===== src/rtl/dbg_trig_pkg.sv =====
package dbg_trig_pkg;

    typedef enum logic [1:0] {
        SRC_IADDR = 2'd0,
        SRC_DADDR = 2'd1,
        SRC_DDATA = 2'd2,
        SRC_NONE  = 2'd3
    } src_e;

    typedef enum logic [1:0] {
        QUAL_ANY   = 2'd0,
        QUAL_LOAD  = 2'd1,
        QUAL_STORE = 2'd2,
        QUAL_NONE  = 2'd3
    } qual_e;

    typedef enum logic [1:0] {
        LVL_DIRECT = 2'd0,
        LVL_A      = 2'd1,
        LVL_B      = 2'd2,
        LVL_OFF    = 2'd3
    } lvl_e;

    typedef enum logic [1:0] {
        ACT_HALT  = 2'd0,
        ACT_TRON  = 2'd1,
        ACT_TROFF = 2'd2,
        ACT_NONE  = 2'd3
    } act_e;

    // packed MSB first: range[9] act[8:7] lvl[6:5] qual[4:3] src[2:1] en[0]
    typedef struct packed {
        logic  range;
        act_e  act;
        lvl_e  lvl;
        qual_e qual;
        src_e  src;
        logic  en;
    } cmp_cfg_t;

    localparam int CFG_W = $bits(cmp_cfg_t);

    typedef enum logic {
        ST_DISARMED = 1'b0,
        ST_ARMED    = 1'b1
    } arm_state_e;

endpackage


===== src/rtl/dbg_trig_regs.sv =====
module dbg_trig_regs
    import dbg_trig_pkg::*;
#(
    parameter int NUM_CMP = 4,
    parameter int VAL_W   = 32,
    parameter int RA_W    = 4
) (
    input  logic                            clk,
    input  logic                            rst_n,
    input  logic                            cfg_we,
    input  logic [RA_W-1:0]                 cfg_addr,
    input  logic [VAL_W-1:0]                cfg_wdata,
    output logic [NUM_CMP-1:0][VAL_W-1:0]   cmp_val,
    output cmp_cfg_t [NUM_CMP-1:0]          cmp_cfg,
    output logic                            disarm_cmd
);

    localparam logic [RA_W-1:0] DISARM_ADDR = RA_W'(2 * NUM_CMP);

    assign disarm_cmd = cfg_we && (cfg_addr == DISARM_ADDR);

    for (genvar i = 0; i < NUM_CMP; i++) begin : g_slot
        localparam logic [RA_W-1:0] VAL_ADDR = RA_W'(2 * i);
        localparam logic [RA_W-1:0] CFG_ADDR = RA_W'(2 * i + 1);

        always_ff @(posedge clk) begin
            if (!rst_n) begin
                cmp_val[i] <= '0;
                cmp_cfg[i] <= '0;
            end else if (cfg_we) begin
                if (cfg_addr == VAL_ADDR) cmp_val[i] <= cfg_wdata;
                if (cfg_addr == CFG_ADDR) cmp_cfg[i] <= cmp_cfg_t'(cfg_wdata[CFG_W-1:0]);
            end
        end


        val_write_chk: assert property (@(posedge clk) disable iff (!rst_n)
            (cfg_we && cfg_addr == VAL_ADDR) |=> (cmp_val[i] == $past(cfg_wdata)));
    end

endmodule


===== src/rtl/dbg_trig_cmp.sv =====
module dbg_trig_cmp
    import dbg_trig_pkg::*;
#(
    parameter int VAL_W     = 32,
    parameter bit RANGE_CAP = 1'b0
) (
    input  logic             en,
    input  src_e             src,
    input  qual_e            qual,
    input  logic             range,
    input  logic [VAL_W-1:0] lo_val,
    input  logic [VAL_W-1:0] hi_val,
    input  logic             ibus_valid,
    input  logic [VAL_W-1:0] ibus_addr,
    input  logic             dbus_valid,
    input  logic             dbus_store,
    input  logic [VAL_W-1:0] dbus_addr,
    input  logic [VAL_W-1:0] dbus_data,
    output logic             hit
);

    logic             smp_vld;
    logic             qual_ok;
    logic             val_ok;
    logic [VAL_W-1:0] smp;

    always_comb begin
        smp_vld = 1'b0;
        smp     = '0;
        qual_ok = 1'b1;
        unique case (src)
            SRC_IADDR: begin smp_vld = ibus_valid; smp = ibus_addr; end
            SRC_DADDR: begin smp_vld = dbus_valid; smp = dbus_addr; end
            SRC_DDATA: begin smp_vld = dbus_valid; smp = dbus_data; end
            default:   begin smp_vld = 1'b0;       smp = '0;        end
        endcase
        if (src != SRC_IADDR) begin
            unique case (qual)
                QUAL_ANY:   qual_ok = 1'b1;
                QUAL_LOAD:  qual_ok = !dbus_store;
                QUAL_STORE: qual_ok = dbus_store;
                default:    qual_ok = 1'b0;
            endcase
        end
        if (RANGE_CAP && range) val_ok = (smp >= lo_val) && (smp <= hi_val);
        else                    val_ok = (smp == lo_val);
        hit = en && smp_vld && qual_ok && val_ok;
    end

endmodule


===== src/rtl/dbg_trig_ctl.sv =====
module dbg_trig_ctl
    import dbg_trig_pkg::*;
#(
    parameter int NUM_CMP = 4
) (
    input  logic                 clk,
    input  logic                 rst_n,
    input  logic [NUM_CMP-1:0]   hit,
    input  lvl_e [NUM_CMP-1:0]   lvl,
    input  act_e [NUM_CMP-1:0]   act,
    input  logic                 disarm_cmd,
    input  logic                 halt_ack,
    output logic                 halt_req,
    output logic                 trace_on,
    output logic                 trace_off,
    output logic                 armed
);

    arm_state_e state_q, state_d;
    logic a_hit, b_fire, f_halt, f_on, f_off;

    always_comb begin
        a_hit  = 1'b0;
        b_fire = 1'b0;
        f_halt = 1'b0;
        f_on   = 1'b0;
        f_off  = 1'b0;
        for (int i = 0; i < NUM_CMP; i++) begin
            if (hit[i]) begin
                if (lvl[i] == LVL_A) a_hit = 1'b1;
                if (lvl[i] == LVL_DIRECT || (lvl[i] == LVL_B && state_q == ST_ARMED)) begin
                    if (lvl[i] == LVL_B) b_fire = 1'b1;
                    case (act[i])
                        ACT_HALT:  f_halt = 1'b1;
                        ACT_TRON:  f_on   = 1'b1;
                        ACT_TROFF: f_off  = 1'b1;
                        default:   ;
                    endcase
                end
            end
        end
    end

    always_comb begin
        state_d = state_q;
        unique case (state_q)
            ST_DISARMED: if (!disarm_cmd && a_hit) state_d = ST_ARMED;
            ST_ARMED: begin
                if (disarm_cmd)           state_d = ST_DISARMED;
                else if (b_fire && !a_hit) state_d = ST_DISARMED;
            end
            default: state_d = ST_DISARMED;
        endcase
    end

    always_ff @(posedge clk) begin
        if (!rst_n) state_q <= ST_DISARMED;
        else        state_q <= state_d;
    end

    always_ff @(posedge clk) begin
        if (!rst_n) begin
            halt_req  <= 1'b0;
            trace_on  <= 1'b0;
            trace_off <= 1'b0;
        end else begin
            halt_req  <= f_halt || (halt_req && !halt_ack);
            trace_on  <= f_on;
            trace_off <= f_off;
        end
    end

    assign armed = (state_q == ST_ARMED);


    halt_hold_chk: assert property (@(posedge clk) disable iff (!rst_n)
        (halt_req && !halt_ack) |=> halt_req);

    halt_release_chk: assert property (@(posedge clk) disable iff (!rst_n)
        (halt_ack && !f_halt) |=> !halt_req);

    arm_chk: assert property (@(posedge clk) disable iff (!rst_n)
        (a_hit && !disarm_cmd) |=> armed);

    fire_disarm_chk: assert property (@(posedge clk) disable iff (!rst_n)
        (armed && b_fire && !a_hit && !disarm_cmd) |=> !armed);

    host_disarm_chk: assert property (@(posedge clk) disable iff (!rst_n)
        disarm_cmd |=> !armed);

endmodule


===== src/rtl/dbg_trig_unit.sv =====
module dbg_trig_unit
    import dbg_trig_pkg::*;
#(
    parameter int NUM_CMP = 4,
    parameter int VAL_W   = 32,
    parameter int RA_W    = $clog2(2 * NUM_CMP + 1)
) (
    input  logic             clk,
    input  logic             rst_n,
    input  logic             cfg_we,
    input  logic [RA_W-1:0]  cfg_addr,
    input  logic [VAL_W-1:0] cfg_wdata,
    input  logic             ibus_valid,
    input  logic [VAL_W-1:0] ibus_addr,
    input  logic             dbus_valid,
    input  logic             dbus_store,
    input  logic [VAL_W-1:0] dbus_addr,
    input  logic [VAL_W-1:0] dbus_data,
    input  logic             halt_ack,
    output logic             halt_req,
    output logic             trace_on,
    output logic             trace_off,
    output logic             armed
);

    logic [NUM_CMP-1:0][VAL_W-1:0] cmp_val;
    cmp_cfg_t [NUM_CMP-1:0]        cmp_cfg;
    logic                          disarm_cmd;
    logic [NUM_CMP-1:0]            raw_hit;
    logic [NUM_CMP-1:0]            hit;
    lvl_e [NUM_CMP-1:0]            cmp_lvl;
    act_e [NUM_CMP-1:0]            cmp_act;

    dbg_trig_regs #(.NUM_CMP(NUM_CMP), .VAL_W(VAL_W), .RA_W(RA_W)) u_regs (
        .clk        (clk),
        .rst_n      (rst_n),
        .cfg_we     (cfg_we),
        .cfg_addr   (cfg_addr),
        .cfg_wdata  (cfg_wdata),
        .cmp_val    (cmp_val),
        .cmp_cfg    (cmp_cfg),
        .disarm_cmd (disarm_cmd)
    );

    for (genvar i = 0; i < NUM_CMP; i++) begin : g_cmp
        localparam bit HAS_PAIR = (i % 2 == 0) && (i + 1 < NUM_CMP);
        logic [VAL_W-1:0] hi;
        if (HAS_PAIR) begin : g_pair
            assign hi = cmp_val[i+1];
        end else begin : g_solo
            assign hi = '0;
        end

        dbg_trig_cmp #(.VAL_W(VAL_W), .RANGE_CAP(HAS_PAIR)) u_cmp (
            .en         (cmp_cfg[i].en),
            .src        (cmp_cfg[i].src),
            .qual       (cmp_cfg[i].qual),
            .range      (cmp_cfg[i].range),
            .lo_val     (cmp_val[i]),
            .hi_val     (hi),
            .ibus_valid (ibus_valid),
            .ibus_addr  (ibus_addr),
            .dbus_valid (dbus_valid),
            .dbus_store (dbus_store),
            .dbus_addr  (dbus_addr),
            .dbus_data  (dbus_data),
            .hit        (raw_hit[i])
        );

        if (i % 2 == 1) begin : g_upper
            assign hit[i] = raw_hit[i] && !cmp_cfg[i-1].range;
        end else begin : g_lower
            assign hit[i] = raw_hit[i];
        end

        assign cmp_lvl[i] = cmp_cfg[i].lvl;
        assign cmp_act[i] = cmp_cfg[i].act;
    end

    dbg_trig_ctl #(.NUM_CMP(NUM_CMP)) u_ctl (
        .clk        (clk),
        .rst_n      (rst_n),
        .hit        (hit),
        .lvl        (cmp_lvl),
        .act        (cmp_act),
        .disarm_cmd (disarm_cmd),
        .halt_ack   (halt_ack),
        .halt_req   (halt_req),
        .trace_on   (trace_on),
        .trace_off  (trace_off),
        .armed      (armed)
    );

endmodule


===== config.mk =====
export PLATFORM = sky130hd
export DESIGN_NAME = dbg_trig_unit
export DESIGN_NICKNAME = d
export VERILOG_FILES = /design/src/rtl/dbg_trig_pkg.sv /design/src/rtl/dbg_trig_regs.sv /design/src/rtl/dbg_trig_cmp.sv /design/src/rtl/dbg_trig_ctl.sv /design/src/rtl/dbg_trig_unit.sv
export SDC_FILE = /design/constraint.sdc
export NUM_CORES = 1
export LEC_CHECK = 0
export CAP_MARGIN = 20
export CORE_MARGIN = 1
export CORE_UTILIZATION = 45
export CTS_BUF_LIST = sky130_fd_sc_hd__clkbuf_4 sky130_fd_sc_hd__clkbuf_8
export CTS_CLUSTER_SIZE = 28
export DETAILED_ROUTE_END_ITERATION = 7
export DONT_BUFFER_PORTS = 1
export SETUP_SLACK_MARGIN = 0.4
export SYNTH_ARGS = -nofsm -noshare
export SYNTH_HDL_FRONTEND = slang
export SYNTH_SLANG_ARGS = --single-unit

===== constraint.sdc =====
create_clock -name clk -period 4.85 [get_ports clk]
set_input_delay 0.485 -clock clk [delete_from_list [all_inputs] [get_ports clk]]
set_output_delay 0.485 -clock clk [all_outputs]
set_load 0.01 [all_outputs]

==> impl_metrics.toml, run 1 <==
[global_route]
overflow = 0
grt_pass1_wl_um = 80400
grtUsageTotal_pct = 36.3
antenna_found_initial = 0
grt_max_degree = 171
grt_pass1_vias = 12300

[synth]
ys_warn_count = 0
avgSynthCellArea_um2 = 7.86
ys_ff_latch = 170
syn_area_um2 = 13100
yosysSeqAreaShare_pct = 26.0
synth_edf_count = 0
synth_cell_types = 69
syn_nets = 1948
ys_async_sr_fraction_pct = 0
synth_ff_type = "dfxtp_1"
synthCells = 1667

[cells_and_area]
final_nets = 1880
post-route-cell-area_um2 = 13800
area_delta_synth_final_pct = 5.15
drive_above_1_share_pct = 4.71
n_antenna_cell = 0
fill_cells = 2899

[clock_network]
h-tree-depth = 4
cts_buffer_depth = 2
clk_latency_ns = 0.53
cts_root_buf = "clkbuf_8"
cts.sinks = 170
path_clk_slew_ns = 0.11
hold_buffers = 0
cts_tree = "yes"
cts_inserted_buffers = 17
cts_setup_buffers = 0
ctsResizeCount = 0

[route]
wire_per_inst_um = 27.5
firstDrtPassIters = 8
vias_per_cell = 6.53
dr.first_iter.drc_count = 2337
vias = 13000
drtAntennaViolNets = 0
drcViolationCount = 96
wl_um = 54800

[timing]
min_period_ns = 4.31
worst_slew_pin_slew_ns = 1.04
worst_clock_skew_ns = 0.0188
drv_slew = 0
period_share_pct = 89.0
slew_headroom_pct = 30.4
fmax_mhz = 232
setup_viol = 0
hold_viol = 0
fin_tns_setup_ns = 0
rsz0062_at_grt = "no"

[floorplan]
io_pins = 143
coreArea_um2 = 28700
die_area_um2 = 29800
core.rowCount = 62
die_w_um = 173
die_y_um = 173
initial_utilization_pct = 45.6

[status]
violations = "DRC"
status = "finished with violations"

[setup_path]
path_cells = "inv_1 > ha_1 > buf_4 > a222oi_1 > nor2_1 > ha_1 > a41oi_1 > o21ai_0 > a221o_1 > o31a_1 > or3_1 > and3_1 > a2111o_1 > a31oi_1"
reg2reg_to = "u_ctl.armed"
cp.arrival_ns = 4.78
slowest_delay_ns = 0.67
crit_fanout = 16
slowest_stage = "ha_1"
crit_end = "u_ctl.armed"
path_depth = 14
crit_start = "u_regs.cmp_cfg[21]"
critPathKind = "register to register"
cp_top_family = "compound AO/OA/AOI/OAI gates"
crit_buf_inv = 2
ff2ff_path_depth = 14
cp.required_ns = 5.32
crit_path_start_kind = "register"
rrSetupSlack_ns = 0.54
end_kind = "register"
r2r_start = "u_regs.cmp_cfg[21]"
crit_path_frequent_cell = "ha_1"

[pwr]
p_per_area_nw_per_um2 = 219
peakVddDrop_mv = 0.227
p_leak_nw = 4.71

[min_path]
hp-class = "input pin to register"
holdPathStages = 2

[placed_design]
dpl_cell_area_um2 = 13400
io_buffers = 0
routabilityCongestion = 1.05
hpwl_um = 42100

[job]
maxCapViolCount = 0
through the flow:
stage | cells | hold slack, ns | util, % | setup slack (ns) | power [mW]
final | 1996 | 0.0849 | 48.0 | 0.535 | 3.02
after global routing | 1996 | 0.0766 | 48.0 | 0.410 | 3.13
after CTS | 1996 | 0.0704 | 47.9 | 0.538 | 3.02
after detailed placement | 1964 | 0.457 | 46.5 | 0.549 | 1.92
after global placement | 1963 | 0.449 | 46.4 | 0.651 | 1.91
after floorplan | 1667 | 0.443 | - | 1.37 | 1.82
worst reg2reg max path, stage by stage (launching register included):
cell	delay, ns
dfxtp_1	0.35
inv_1	0.10
ha_1	0.67
buf_4	0.30
a222oi_1	0.09
nor2_1	0.28
ha_1	0.33
a41oi_1	0.18
o21ai_0	0.15
a221o_1	0.37
o31a_1	0.29
or3_1	0.45
and3_1	0.23
a2111o_1	0.33
a31oi_1	0.15
routing by layer:
layer  routed length, um  share of wire (%)  global-route usage [%]  up-vias
met5                   0                  0                       0        -
met3                6700                 12                    13.1      113
met1               22400                 41                    45.7     6173
met2               23100                 42                    54.9      723
met4                2550                4.6                    17.2        0
li1                    -                  -                       -     6020
cell type report:
| class | instances | area (um^2) | share of cell area, % |
|---|---|---|---|
| multi-input cells | 1240 | 8710 | 63.3 |
| repair buffers | 28 | 230 | 1.67 |
| well taps | 384 | 480 | 3.49 |
| clock buffers | 19 | 255 | 1.85 |
| clock inverters | 13 | 156 | 1.14 |
| inverters | 142 | 533 | 3.87 |
| flip-flops and latches | 170 | 3400 | 24.7 |
synth_stat cells (9+ instances only):
| master | n | area share [%] |
|---|---|---|
| a211oi_1 | 13 | 0.75 |
| a21boi_0 | 130 | 7.5 |
| a21o_1 | 10 | 0.57 |
| a21oi_1 | 57 | 2.2 |
| a222oi_1 | 126 | 9.6 |
| a22oi_1 | 21 | 1.2 |
| buf_2 | 13 | 0.50 |
| clkbuf_1 | 92 | 2.6 |
| dfxtp_1 | 170 | 26 |
| ha_1 | 142 | 14 |
| inv_1 | 142 | 4.1 |
| mux2i_1 | 42 | 3.2 |
| nand2_1 | 294 | 8.4 |
| nand2b_1 | 13 | 0.62 |
| nand3_1 | 18 | 0.69 |
| nand4_1 | 29 | 1.4 |
| nor2_1 | 88 | 2.5 |
| nor2b_1 | 46 | 2.2 |
| nor3_1 | 13 | 0.50 |
| nor3b_1 | 10 | 0.57 |
| nor4_1 | 16 | 0.76 |
| o211ai_1 | 9 | 0.52 |
| o21ai_0 | 28 | 1.1 |
| o22ai_1 | 17 | 0.81 |
| or3_1 | 11 | 0.53 |
| xnor2_1 | 13 | 0.87 |
power breakdown:
group          switching, mW  internal [mW]  total [mW]
Combinational          0.264          0.204       0.468
Sequential            0.0181           1.41        1.43
Clock                  0.629          0.489        1.12
cell usage in the layout, fill, tap and decap left out, drive strengths merged, types with 6 or more instances in the layout:
master,n
a211oi,13
a21boi,130
a21o,10
a21oi,57
a222oi,126
a22oi,21
and4,8
buf,28
clkbuf,19
dfxtp,170
ha,142
inv,147
mux2i,42
nand2,294
nand2b,13
nand3,18
nand4,29
nor2,88
nor2b,46
nor3,13
nor3b,10
nor4,16
nor4b,8
o211ai,9
o21ai,28
o22ai,17
or3,11
or4b,6
xnor2,13
state kept, by name, indices dropped and copies added, names as in the netlist:
signal           cells
u_ctl.armed          1
u_ctl.halt_req       1
u_ctl.trace_off      1
u_ctl.trace_on       1
u_regs.cmp_cfg      38
u_regs.cmp_val     128
worst min-delay path by stage:
| stage | start | to |
|---|---|---|
| finish | cfg_wdata[1] | u_regs.cmp_val[33] |
| global route | cfg_wdata[9] | u_regs.cmp_val[41] |
| CTS | cfg_wdata[0] | u_regs.cmp_val[32] |
| global placement | u_regs.cmp_val[76] | u_regs.cmp_val[76] |
| detailed placement | u_regs.cmp_val[83] | u_regs.cmp_val[83] |
| floorplan | u_regs.cmp_val[23] | u_regs.cmp_val[23] |
kinds of logic after synthesis:
family	count (synthesis)	synth area share [%]
adder cells (fa/ha/maj)	142	13.6
flip-flops	170	26.0
XOR/XNOR	15	1.00
AND/OR/NAND/NOR	581	21.0
multiplexers	42	3.21
buffers and inverters	257	7.66
AO/OA/AOI/OAI	460	27.6
No activity file was read; power rests on OpenSTA's default activity.
==> run 2: changes to the inputs <==
Clock period 4.85 ns to 4.4 ns, I/O delays scaled along.
==> run 2 against run 1 <==
Effect of this change:
- the run still ends with DRC left
- clock power hardly changed
- clock skew is essentially flat
- worst setup slack lost 0.10 ns
- critical path type unchanged
- fmax increased by 8.7%
- highest routed layer unchanged
- cell area rose by 2.2%
- final cell count rose by 0.90%
==> impl_metrics.toml, run 2 (synthesis results as in run 1) <==
[status]
status = "finished with violations"
violations = "DRC"

[route]
wl_um = 54600
wire_per_inst_um = 27.1
dr.first_iter.drc_count = 2097
drcViolationCount = 32
drtAntennaViolNets = 0
vias = 13100
vias_per_cell = 6.51
firstDrtPassIters = 8

[cells_and_area]
register_area_um2 = 3410
largestRegisters = "u_regs.cmp_val (128), u_regs.cmp_cfg (38)"
largest_reg_flops = 128
drive_above_1_share_pct = 6.99
n_antenna_cell = 0
area_delta_synth_final_pct = 7.50
final_cells = 2014
fill_cells = 2860
final_nets = 1898
final_cell_mix = "nand2_1 (294), dfxtp_1 (167), inv_1 (142), ha_1 (136), a21boi_0 (130)"
top_register = "u_regs.cmp_val"
multi_input_area_um2 = 8850
final_common_cell = "nand2_1"

[placed_design]
io_buffers = 0
dp.cells = 1982
hpwl_um = 41900
routabilityCongestion = 1.01

[setup_path]
crit_buf_inv = 1
path_cells = "ha_1 > buf_4 > a222oi_1 > or4b_2 > o211ai_1 > and4_1 > nand4_1 > or3_1 > nor4b_1 > o41a_1"
slowest_delay_ns = 0.64
critPathKind = "register to register"
crit_fanout = 15
slowest_stage = "or4b_2"
cp.arrival_ns = 4.44
crit_path_start_kind = "register"
cp.required_ns = 4.87
end_kind = "register"
cp_top_family = "simple AND/OR/NAND/NOR gates"

[pwr]
peakVddDrop_mv = 0.226
p_per_area_nw_per_um2 = 232
p_leak_nw = 4.85
fin_total_pwr_mw = 3.27

[clock_network]
cts_tree = "yes"
clk_latency_ns = 0.52
hold_buffers = 0
h-tree-depth = 4
cts_buffer_depth = 2
path_clk_slew_ns = 0.11
cts.sinks = 170
cts_root_buf = "clkbuf_8"
cts_setup_buffers = 0
cts_inserted_buffers = 17

[timing]
drv_slew = 0
rsz0062_at_grt = "no"
min_period_ns = 3.97
setup_viol = 0
fmax_mhz = 252
worst_clock_skew_ns = 0.0186
hold_viol = 0
slew_headroom_pct = 28.3
period_share_pct = 90.2
fin_tns_setup_ns = 0
worst_slew_pin_slew_ns = 1.07

[global_route]
grt_pass1_vias = 12100
overflow = 0
antenna_found_initial = 0
grtUsageTotal_pct = 36.0
grt_pass1_wl_um = 79600
grt_max_degree = 171

[floorplan]
io_pins = 143
core.rowCount = 62
initial_utilization_pct = 45.6
coreArea_um2 = 28700
die_y_um = 173
die_w_um = 173
die_area_um2 = 29800

[job]
maxCapViolCount = 0

[min_path]
hp-class = "input pin to register"
run 2: cell count changes in the layout (fill, tap and decap cells not counted), moves of 3 or more:
cell,before,now
ha_1,139,136
clkinvlp_4,4,1
dfxtp_1,170,167
buf_4,27,41
clkinv_8,0,3
nor4_4,0,3
buf_12,0,4
nor4_1,16,11
run 2: cell type report:
class	instances	area share [%]
clock inverters	15	1.11
inverters	142	3.79
clock buffers	17	1.66
well taps	384	3.41
multi-input cells	1240	62.9
repair buffers	46	2.95
flip-flops and latches	170	24.2
run 2: through the flow:
step	cell area, um^2	worst slack (ns)	hold WS, ns	utilization [%]
floorplan	13100	0.918	0.443	-
global placement	13500	0.389	0.450	47.1
detailed placement	13500	0.236	0.456	47.2
CTS	13900	0.408	0.0232	48.6
global route	14100	0.357	0.0233	49.0
finish	14100	0.432	0.0472	49.0
run 2: power breakdown:
part,switching (mW),internal [mW],total (mW)
Combinational,0.302,0.236,0.537
Sequential,0.0197,1.56,1.58
Clock,0.731,0.422,1.15
Total,1.05,2.21,3.27
run 2: final timing paths:
| kind | from | endpoint | slack [ns] | cells past startpoint |
|---|---|---|---|---|
| setup reg to reg | u_regs.cmp_cfg[31] | u_ctl.trace_on | 0.43 | 10 |
| setup / recovery | u_regs.cmp_cfg[31] | u_ctl.trace_on | 0.43 | 10 |
| hold / removal | cfg_wdata[8] | u_regs.cmp_val[72] | 0.05 | 2 |
| hold reg to reg | u_regs.cmp_val[92] | u_regs.cmp_val[92] | 0.47 | 2 |
run 2: metal layers:
layer | share of wire, % | routed length [um] | track usage, % | vias up
li1 | - | - | - | 6061
met1 | 41 | 22200 | 46.5 | 6221
met2 | 42 | 23200 | 53.2 | 724
met3 | 13 | 6880 | 12.9 | 96
met4 | 4.3 | 2340 | 16.6 | 0
met5 | 0 | 0 | 0 | -
run 2: timing repair:
action,in CTS,in global routing
cloned,0,0
resized for setup,4,26
endpoints found under the setup margin,4,4
pin swaps,2,9
run 2: worst register-to-register path: cells and delay by family (launching register included):
family,cells,cell delay (ns)
AOI/OAI and AO/OA,3,0.57
adders and majority gates,1,0.54
buffers and inverters,1,0.33
DFF,1,0.45
and+or+nand+nor,5,2.03
